[src/rtl/cfalu_pkg.sv]
`timescale 1ns/10ps
package cfalu_pkg;
  localparam int FLAG_W = 4;
  localparam int FC = 0;
  localparam int FZ = 1;
  localparam int FN = 2;
  localparam int FV = 3;
  localparam int OP_W = 5;

  typedef enum logic [OP_W-1:0] {
    OP_PASS = 5'd0,
    OP_ADD  = 5'd1,
    OP_ADC  = 5'd2,
    OP_SUB  = 5'd3,
    OP_SBC  = 5'd4,
    OP_NEG  = 5'd5,
    OP_CMP  = 5'd6,
    OP_INCY = 5'd7,
    OP_DECY = 5'd8,
    OP_CINC = 5'd9,
    OP_CDEC = 5'd10,
    OP_XOR  = 5'd11,
    OP_OR   = 5'd12,
    OP_AND  = 5'd13,
    OP_NOT  = 5'd14,
    OP_ROR  = 5'd15,
    OP_ROL  = 5'd16
  } alu_op_e;

  typedef struct packed {
    logic v;
    logic n;
    logic z;
    logic c;
  } flags_t;
endpackage

[src/rtl/cfalu_addsub.sv]
`timescale 1ns/10ps
module cfalu_addsub #(
  parameter int W = 8
) (
  input  logic [W-1:0] a,
  input  logic [W-1:0] b,
  input  logic         cin,
  input  logic         sub,
  output logic [W-1:0] sum,
  output logic         cout,
  output logic         ovf
);
  logic [W-1:0] b_eff;
  logic [W:0]   wide;

  always_comb begin
    b_eff = sub ? ~b : b;
    wide  = {1'b0, a} + {1'b0, b_eff} + {{W{1'b0}}, cin};
    sum   = wide[W-1:0];
    cout  = wide[W];
    ovf   = (a[W-1] == b_eff[W-1]) && (sum[W-1] != a[W-1]);
  end
endmodule

[src/rtl/cfalu_logic.sv]
`timescale 1ns/10ps
module cfalu_logic #(
  parameter int W = 8
) (
  input  logic [W-1:0] a,
  input  logic [W-1:0] b,
  input  logic [1:0]   sel,
  output logic [W-1:0] y
);
  always_comb begin
    case (sel)
      2'd0:    y = a ^ b;
      2'd1:    y = a | b;
      2'd2:    y = a & b;
      default: y = ~a;
    endcase
  end
endmodule

[src/rtl/cfalu_rot.sv]
`timescale 1ns/10ps
module cfalu_rot #(
  parameter int W = 8
) (
  input  logic [W-1:0] a,
  input  logic         cin,
  input  logic         left,
  output logic [W-1:0] y,
  output logic         cout
);
  always_comb begin
    if (left) begin
      y    = {a[W-2:0], cin};
      cout = a[W-1];
    end else begin
      y    = {cin, a[W-1:1]};
      cout = a[0];
    end
  end
endmodule

[src/rtl/cflag_alu.sv]
`timescale 1ns/10ps
module cflag_alu
  import cfalu_pkg::*;
#(
  parameter int DATA_W = 8
) (
  input  logic              clk,
  input  logic              rst,
  input  logic              exec_en,
  input  logic [OP_W-1:0]   op,
  input  logic [DATA_W-1:0] opa,
  input  logic [DATA_W-1:0] opb,
  input  logic [FLAG_W-1:0] flags_in,
  output logic [DATA_W-1:0] result,
  output logic [FLAG_W-1:0] flag_next,
  output logic [FLAG_W-1:0] flag_we,
  output logic [FLAG_W-1:0] flags_q
);
  localparam int MSB = DATA_W - 1;
  localparam logic [MSB:0] ONE = {{(DATA_W-1){1'b0}}, 1'b1};
  localparam logic [FLAG_W-1:0] WE_ALL = 4'b1111;
  localparam logic [FLAG_W-1:0] WE_CZN = 4'b0111;
  localparam logic [FLAG_W-1:0] WE_CNV = 4'b1101;

  alu_op_e op_e;
  logic    cin_q;
  assign op_e  = alu_op_e'(op);
  assign cin_q = flags_in[FC];

  // operand steering for the single shared adder
  logic [MSB:0] ad_a, ad_b, ad_sum;
  logic         ad_cin, ad_sub, ad_cout, ad_ovf;

  always_comb begin
    ad_a   = opa;
    ad_b   = opb;
    ad_cin = 1'b0;
    ad_sub = 1'b0;
    case (op_e)
      OP_ADC: ad_cin = cin_q;
      OP_SUB, OP_CMP: begin
        ad_sub = 1'b1;
        ad_cin = 1'b1;
      end
      OP_SBC: begin
        ad_sub = 1'b1;
        ad_cin = cin_q;
      end
      OP_NEG: begin
        ad_a   = '0;
        ad_b   = opa;
        ad_sub = 1'b1;
        ad_cin = 1'b1;
      end
      OP_INCY: begin
        ad_b   = '0;
        ad_cin = 1'b1;
      end
      OP_DECY: begin
        ad_b   = ONE;
        ad_sub = 1'b1;
        ad_cin = 1'b1;
      end
      OP_CINC: begin
        ad_b   = '0;
        ad_cin = cin_q;
      end
      OP_CDEC: begin
        ad_b   = '0;
        ad_sub = 1'b1;
        ad_cin = cin_q;
      end
      default: ;
    endcase
  end

  cfalu_addsub #(.W(DATA_W)) u_addsub (
    .a    (ad_a),
    .b    (ad_b),
    .cin  (ad_cin),
    .sub  (ad_sub),
    .sum  (ad_sum),
    .cout (ad_cout),
    .ovf  (ad_ovf)
  );

  logic [1:0]   lg_sel;
  logic [MSB:0] lg_y;

  always_comb begin
    case (op_e)
      OP_XOR:  lg_sel = 2'd0;
      OP_OR:   lg_sel = 2'd1;
      OP_AND:  lg_sel = 2'd2;
      default: lg_sel = 2'd3;
    endcase
  end

  cfalu_logic #(.W(DATA_W)) u_logic (
    .a   (opa),
    .b   (opb),
    .sel (lg_sel),
    .y   (lg_y)
  );

  logic [MSB:0] rot_y;
  logic         rot_c;

  cfalu_rot #(.W(DATA_W)) u_rot (
    .a    (opa),
    .cin  (cin_q),
    .left (op_e == OP_ROL),
    .y    (rot_y),
    .cout (rot_c)
  );

  // result select and flag candidates
  logic [MSB:0]        res;
  logic [FLAG_W-1:0]   we;
  logic                c_new, v_new;
  flags_t              cand;

  always_comb begin
    res   = opa;
    we    = '0;
    c_new = cin_q;
    v_new = flags_in[FV];
    case (op_e)
      OP_ADD, OP_ADC, OP_SUB, OP_SBC: begin
        res   = ad_sum;
        c_new = ad_cout;
        v_new = ad_ovf;
        we    = WE_ALL;
      end
      OP_NEG, OP_CMP: begin
        res   = ad_sum;
        c_new = |ad_sum;
        we    = WE_CZN;
      end
      OP_INCY, OP_CINC, OP_CDEC: begin
        res   = ad_sum;
        c_new = ad_cout;
        we    = WE_CZN;
      end
      OP_DECY: begin
        res   = ad_sum;
        c_new = ~ad_cout;
        we    = WE_CZN;
      end
      OP_XOR, OP_OR, OP_AND, OP_NOT: begin
        res   = lg_y;
        c_new = lg_y[0];
        v_new = lg_y[MSB-1];
        we    = WE_CNV;
      end
      OP_ROR, OP_ROL: begin
        res   = rot_y;
        c_new = rot_c;
        we    = WE_CZN;
      end
      default: ;
    endcase
    cand.c = c_new;
    cand.z = ~|res;
    cand.n = res[MSB];
    cand.v = v_new;
  end

  assign result    = res;
  assign flag_we   = we;
  assign flag_next = (cand & we) | (flags_in & ~we);

  // flag register, one flop per flag
  for (genvar i = 0; i < FLAG_W; i++) begin : g_flag
    logic q;
    always_ff @(posedge clk) begin
      if (rst)          q <= 1'b0;
      else if (exec_en) q <= flag_next[i];
    end
    assign flags_q[i] = q;
  end

  // ---------------- assertions ----------------
  p_reset_clear_r1: assert property (@(posedge clk)
    rst |=> (flags_q == '0));

  p_hold_idle_r11: assert property (@(posedge clk) disable iff (rst)
    !exec_en |=> $stable(flags_q));

  p_cmp_c_inv_z_r6: assert property (@(posedge clk) disable iff (rst)
    (op == OP_CMP) |-> (flag_next[FC] != flag_next[FZ]));

  p_neg_c_inv_z_r7: assert property (@(posedge clk) disable iff (rst)
    (op == OP_NEG) |-> (flag_next[FC] != flag_next[FZ] && !flag_we[FV]));

  p_pass_no_write_r10: assert property (@(posedge clk) disable iff (rst)
    (op == OP_PASS) |-> (flag_we == '0 && result == opa && flag_next == flags_in));

  p_logic_keeps_z_r8: assert property (@(posedge clk) disable iff (rst)
    (exec_en && (op == OP_XOR || op == OP_OR || op == OP_AND || op == OP_NOT))
      |=> (flags_q[FZ] == $past(flags_in[FZ])));

  p_ror_carry_r9: assert property (@(posedge clk) disable iff (rst)
    (op == OP_ROR) |-> (flag_next[FC] == opa[0] && result[MSB] == flags_in[FC]));

  p_cdec_c_set_keeps_r4: assert property (@(posedge clk) disable iff (rst)
    (op == OP_CDEC && flags_in[FC]) |-> (result == opa && flag_next[FC]));

  p_incy_wrap_r5: assert property (@(posedge clk) disable iff (rst)
    (op == OP_INCY && opa == '1) |-> (flag_next[FC] && result == '0));
endmodule

[config.mk]
export PLATFORM = sky130hd
export DESIGN_NAME = cflag_alu
export DESIGN_NICKNAME = d
export VERILOG_FILES = /design/src/rtl/cfalu_pkg.sv /design/src/rtl/cfalu_addsub.sv /design/src/rtl/cfalu_logic.sv /design/src/rtl/cfalu_rot.sv /design/src/rtl/cflag_alu.sv
export SDC_FILE = /design/constraint.sdc
export NUM_CORES = 1
export LEC_CHECK = 0
export CAP_MARGIN = 40
export CORE_ASPECT_RATIO = 0.8
export CORE_MARGIN = 2
export CORE_UTILIZATION = 56
export DETAILED_ROUTE_END_ITERATION = 10
export PLACE_DENSITY = 0.88
export SYNTH_ARGS = -nofsm -noshare
export SYNTH_HDL_FRONTEND = slang
export SYNTH_SLANG_ARGS = --single-unit
export TNS_END_PERCENT = 100
[constraint.sdc]
create_clock -name clk -period 9.65 [get_ports clk]
set_input_delay 0.965 -clock clk [delete_from_list [all_inputs] [get_ports clk]]
set_output_delay 0.965 -clock clk [all_outputs]
set_load 0.005 [all_outputs]
==> reports/results.md <==
| Parameter | Value | Unit |
|:---|:---|:---|
| Result of the run | completed | - |
| Register ranked first by flip-flop count | g_flag.q | - |
| Synth-to-Final Area Change | 23.4 | % |
| Largest registers | g_flag.q (4) | - |
| Required time worst endpoint | 8.69 | ns |
| Path type of the worst setup path | in2out | - |
| Cell-by-cell listing of the critical path | clkdlybuf4s50_1 > inv_1 > nand2_1 > a21oi_1 > o21bai_1 > buf_4 > xor2_1 > fa_1 > fa_1 > xor2_1 > nor2_1 > or4_1 > nand4bb_1 > nor4_1 > nand3_1 > nand2_1 > clkdlybuf4s50_1 | - |
| Maximum number of pins on one net before global-route repair | 38 | - |
| Max layer used | met4 | - |
| Largest cells by area after synthesis | ha_1 13%, a21oi_1 5.9%, o21ai_0 5.4% | - |
| Count of nets left with antenna violations after detail routing | 0 | - |
| Leakage Power | 1.11 | nW |
| Worst slew margin relative to its limit | 0.385 | - |
| Tot GR Track Use | 0.331 | - |
| Netlist Area Pre-Place | 2140 | sq um |
| Horizontal die dimension | 73.1 | microns |
| Later-pin clock latency in the skew report | 0.21 | ns |
| Final hold vios | 0 | - |
| Row Count | 20 | - |
| Post-layout nets | 400 | - |
| Final-report max-slew violation count | 0 | - |
| Worst hold path cell count | 2 | - |
| Flip-flop count of the largest register, all copies and words added | 4 | - |
| Antenna violations before repair | 0 | - |
| Highest cell delay on the worst timing path | 0.86 | ns |
| Clk root buf | clkbuf_8 | - |
| Layout cells sized above 1 | 0.0493 | - |
| Setup slack of the worst register-to-register path | 8.97 | ns |
| Remaining DRCs | 0 | - |
| Startpoint of the most critical register-to-register path | g_flag[1].q | - |
| Number of gates given a new drive strength after cts | 0 | - |
| Sequential share of the synthesized area | 0.0375 | - |
| Number of antenna diodes | 0 | - |
| Worst r2r dst | g_flag[1].q | - |
| F_max | 140 | MHz |
| Setup TNS | 0 | ns |
| H-tree levels | 1 | - |
| Async S/R FF share, synth | 0 | - |
| Crit path max-delay cell type | clkdlybuf4s50_1 | - |
| Clock tree from TritonCTS | yes | - |
| Grt ovf | 0 | - |
| Synthesized instance count | 318 | - |
| Starting density of the core | 0.573 | - |
| CTS sink cnt | 4 | - |
| Unrepaired setup endpoints after global routing | false | - |
| WL/cell | 17.9 | microns |
| Crit path launch type | input port | - |
| Slew @ Worst Pin | 0.916 | ns |
| Mapped Avg Cell Area | 6.72 | sq um |
| Number of maximum-capacitance violations | 0 | - |
| Vias in the first global route | 2,306 | - |
| Maximum vdd drop | 0.0000448 | V |
| Routed wl met2 | 3210 | microns |
| Die area | 4330 | sq um |
| Number of warning messages in the yosys log | 0 | - |
| Wire length after detailed routing | 6970 | microns |
| Met3 wire length | 745 | microns |
| Power density over cell area | 82.1 | nW/um^2 |
| Layout filler cell count | 336 | - |
| Final worst clock skew | 0 | ns |
| Cell taking the most area after synthesis | ha_1 | - |
| Count of buffer and inverter cells on the critical path | 4 | - |
| CTS buffer count | 3 | - |
| Deepest clock path buffer count | 2 | - |
| Number of enable-type register cells in the synthesized netlist | 0 | - |
| Share of the clock period used by the worst path after layout | 0.738 | - |
| Ranking of synthesized cells by instance count | 26 x nand2_1, 26 x nor2_1, 25 x a21oi_1 | - |
| Detailed Route Iter0 Violations | 425 | - |
| Synthesized net count | 371 | - |
| Critical Path Fanout Max | 16 | - |
| Cell depth of the worst flop-to-flop path | 2 | - |
| Top Ports | 48 | - |
| Top cell family by delay on the critical path | buffers and inverters | - |
| Setup-violating endpoint count in the final report | 0 | - |
| Hold-fix buffers at CTS | 0 | - |
| Total core area | 3730 | sq um |
| First-pass DRT Iterations | 5 | - |
| Type of destination of the critical path | primary output | - |
| Met1 routed wirelength after detailed routing | 2840 | microns |
| I/O Buffers | 47 | - |
| Post-CTS Repair Setup Buffers | 0 | - |
| Vias per std cell | 6.48 | - |
| Total number of vias | 2,522 | - |
| Arrival time of the worst setup path | 6.16 | ns |
| Post-synthesis register bit count | 4 | - |
| Shortest clock period the worst path allows after layout | 7.12 | ns |
| Wire length of the first global-routing pass | 11,100 | microns |
| Endpoint of the worst hold path | g_flag[0].q | - |
| Final estimated routing congestion in global placement | 0.937 | - |
| Portion of synthesized cell area occupied by the leading cell type | 0.135 | - |
| Hold wc startpoint | g_flag[0].q | - |
| Final std cells w/o fill | 389 | - |
| Detailed placement HPWL | 5370 | microns |
| Predominant post-synthesis flop cell | dfxtp_1 | - |
| Dpl cells | 386 | - |
| Worst min path class | reg2reg | - |
| Chip height | 59.3 | microns |
| Clock input transition at the sequential cells of the worst setup and hold paths | 0.03 | ns |
| Number of distinct library cells after synthesis | 56 | - |
[routing by layer]
layer / GRT usage / up-vias
li1: - / 1214
met1: 0.438 / 1133
met2: 0.555 / 156
met3: 0.0442 / 19
met4: 0.111 / 0
met5: 0 / -
[where the power goes]
group | internal, mW | total (mW) | switching (mW)
Sequential | 0.0181 | 0.0188 | 0.000691
Clock | 0.0265 | 0.0345 | 0.00802
Combinational | 0.0772 | 0.163 | 0.0860
[through the flow]
stage          total power [mW]  utilization  cell area (sq um)  hold slack [ns]  setup WS (ns)
2_1_floorplan             0.118            -               2140            0.457           3.92
3_3_place_gp              0.171        0.679               2530            0.472           2.23
3_5_place_dp              0.178        0.696               2600            0.477           2.66
4_1_cts                   0.214        0.707               2640            0.481           2.65
5_1_grt                   0.232        0.707               2640            0.516           2.27
6_report                  0.216        0.707               2640            0.479           2.53
[how the worst max path moves through the flow]
| stage | to | start | cells after the start | slack (ns) |
|---|---|---|---|---|
| after detailed placement | flag_next[1] | op[3] | 17 | 2.66 |
| after global placement | flag_next[1] | op[0] | 15 | 2.23 |
| after CTS | flag_next[1] | op[3] | 17 | 2.65 |
| final | flag_next[1] | op[3] | 17 | 2.53 |
| after global routing | flag_next[1] | op[3] | 17 | 2.27 |
| after floorplan | flag_next[1] | op[0] | 17 | 3.92 |
[tightest hold or removal path, delay by kind of cell (launching register included)]
| kind | cells | cell delay [ns] |
|---|---|---|
| and+or+nand+nor | 1 | 0.08 |
| DFF | 1 | 0.30 |
| AOI/OAI and AO/OA | 1 | 0.05 |
[kinds of logic after synthesis]
group                      synth area share
adders and majority gates             0.153
xor gates and xnor gates             0.0738
and+or+nand+nor                       0.273
muxes                                0.0187
buffers and inverters                 0.111
DFF                                  0.0375
AOI/OAI and AO/OA                     0.333
[layout make-up]
| class | count | area, sq um | share of cell area |
|---|---|---|---|
| Multi-Input combinational cell | 261 | 1820 | 0.690 |
| Timing Repair Buffer | 53 | 551 | 0.209 |
| Inverter | 24 | 90.1 | 0.0342 |
| Sequential cell | 4 | 80.1 | 0.0304 |
| Tap cell | 44 | 55.1 | 0.0209 |
| Clock buffer | 3 | 41.3 | 0.0157 |
[placed cells by master (no fill, tap or decap), types with 5 or more instances in the layout]
| cell type | netlist | layout |
|---|---|---|
| a211oi_1 | 5 | 5 |
| a21oi_1 | 25 | 25 |
| a22oi_1 | 9 | 9 |
| clkdlybuf4s50_1 | 0 | 47 |
| ha_1 | 23 | 23 |
| inv_1 | 24 | 24 |
| nand2_1 | 26 | 26 |
| nand2b_1 | 5 | 5 |
| nand3_1 | 7 | 7 |
| nor2_1 | 26 | 26 |
| nor2b_1 | 6 | 6 |
| nor3_1 | 9 | 9 |
| o211ai_1 | 5 | 5 |
| o21ai_0 | 23 | 23 |
| or3_1 | 6 | 6 |
| xnor2_1 | 8 | 8 |
| xor2_1 | 10 | 10 |
Power figures use the tool's default switching activity.
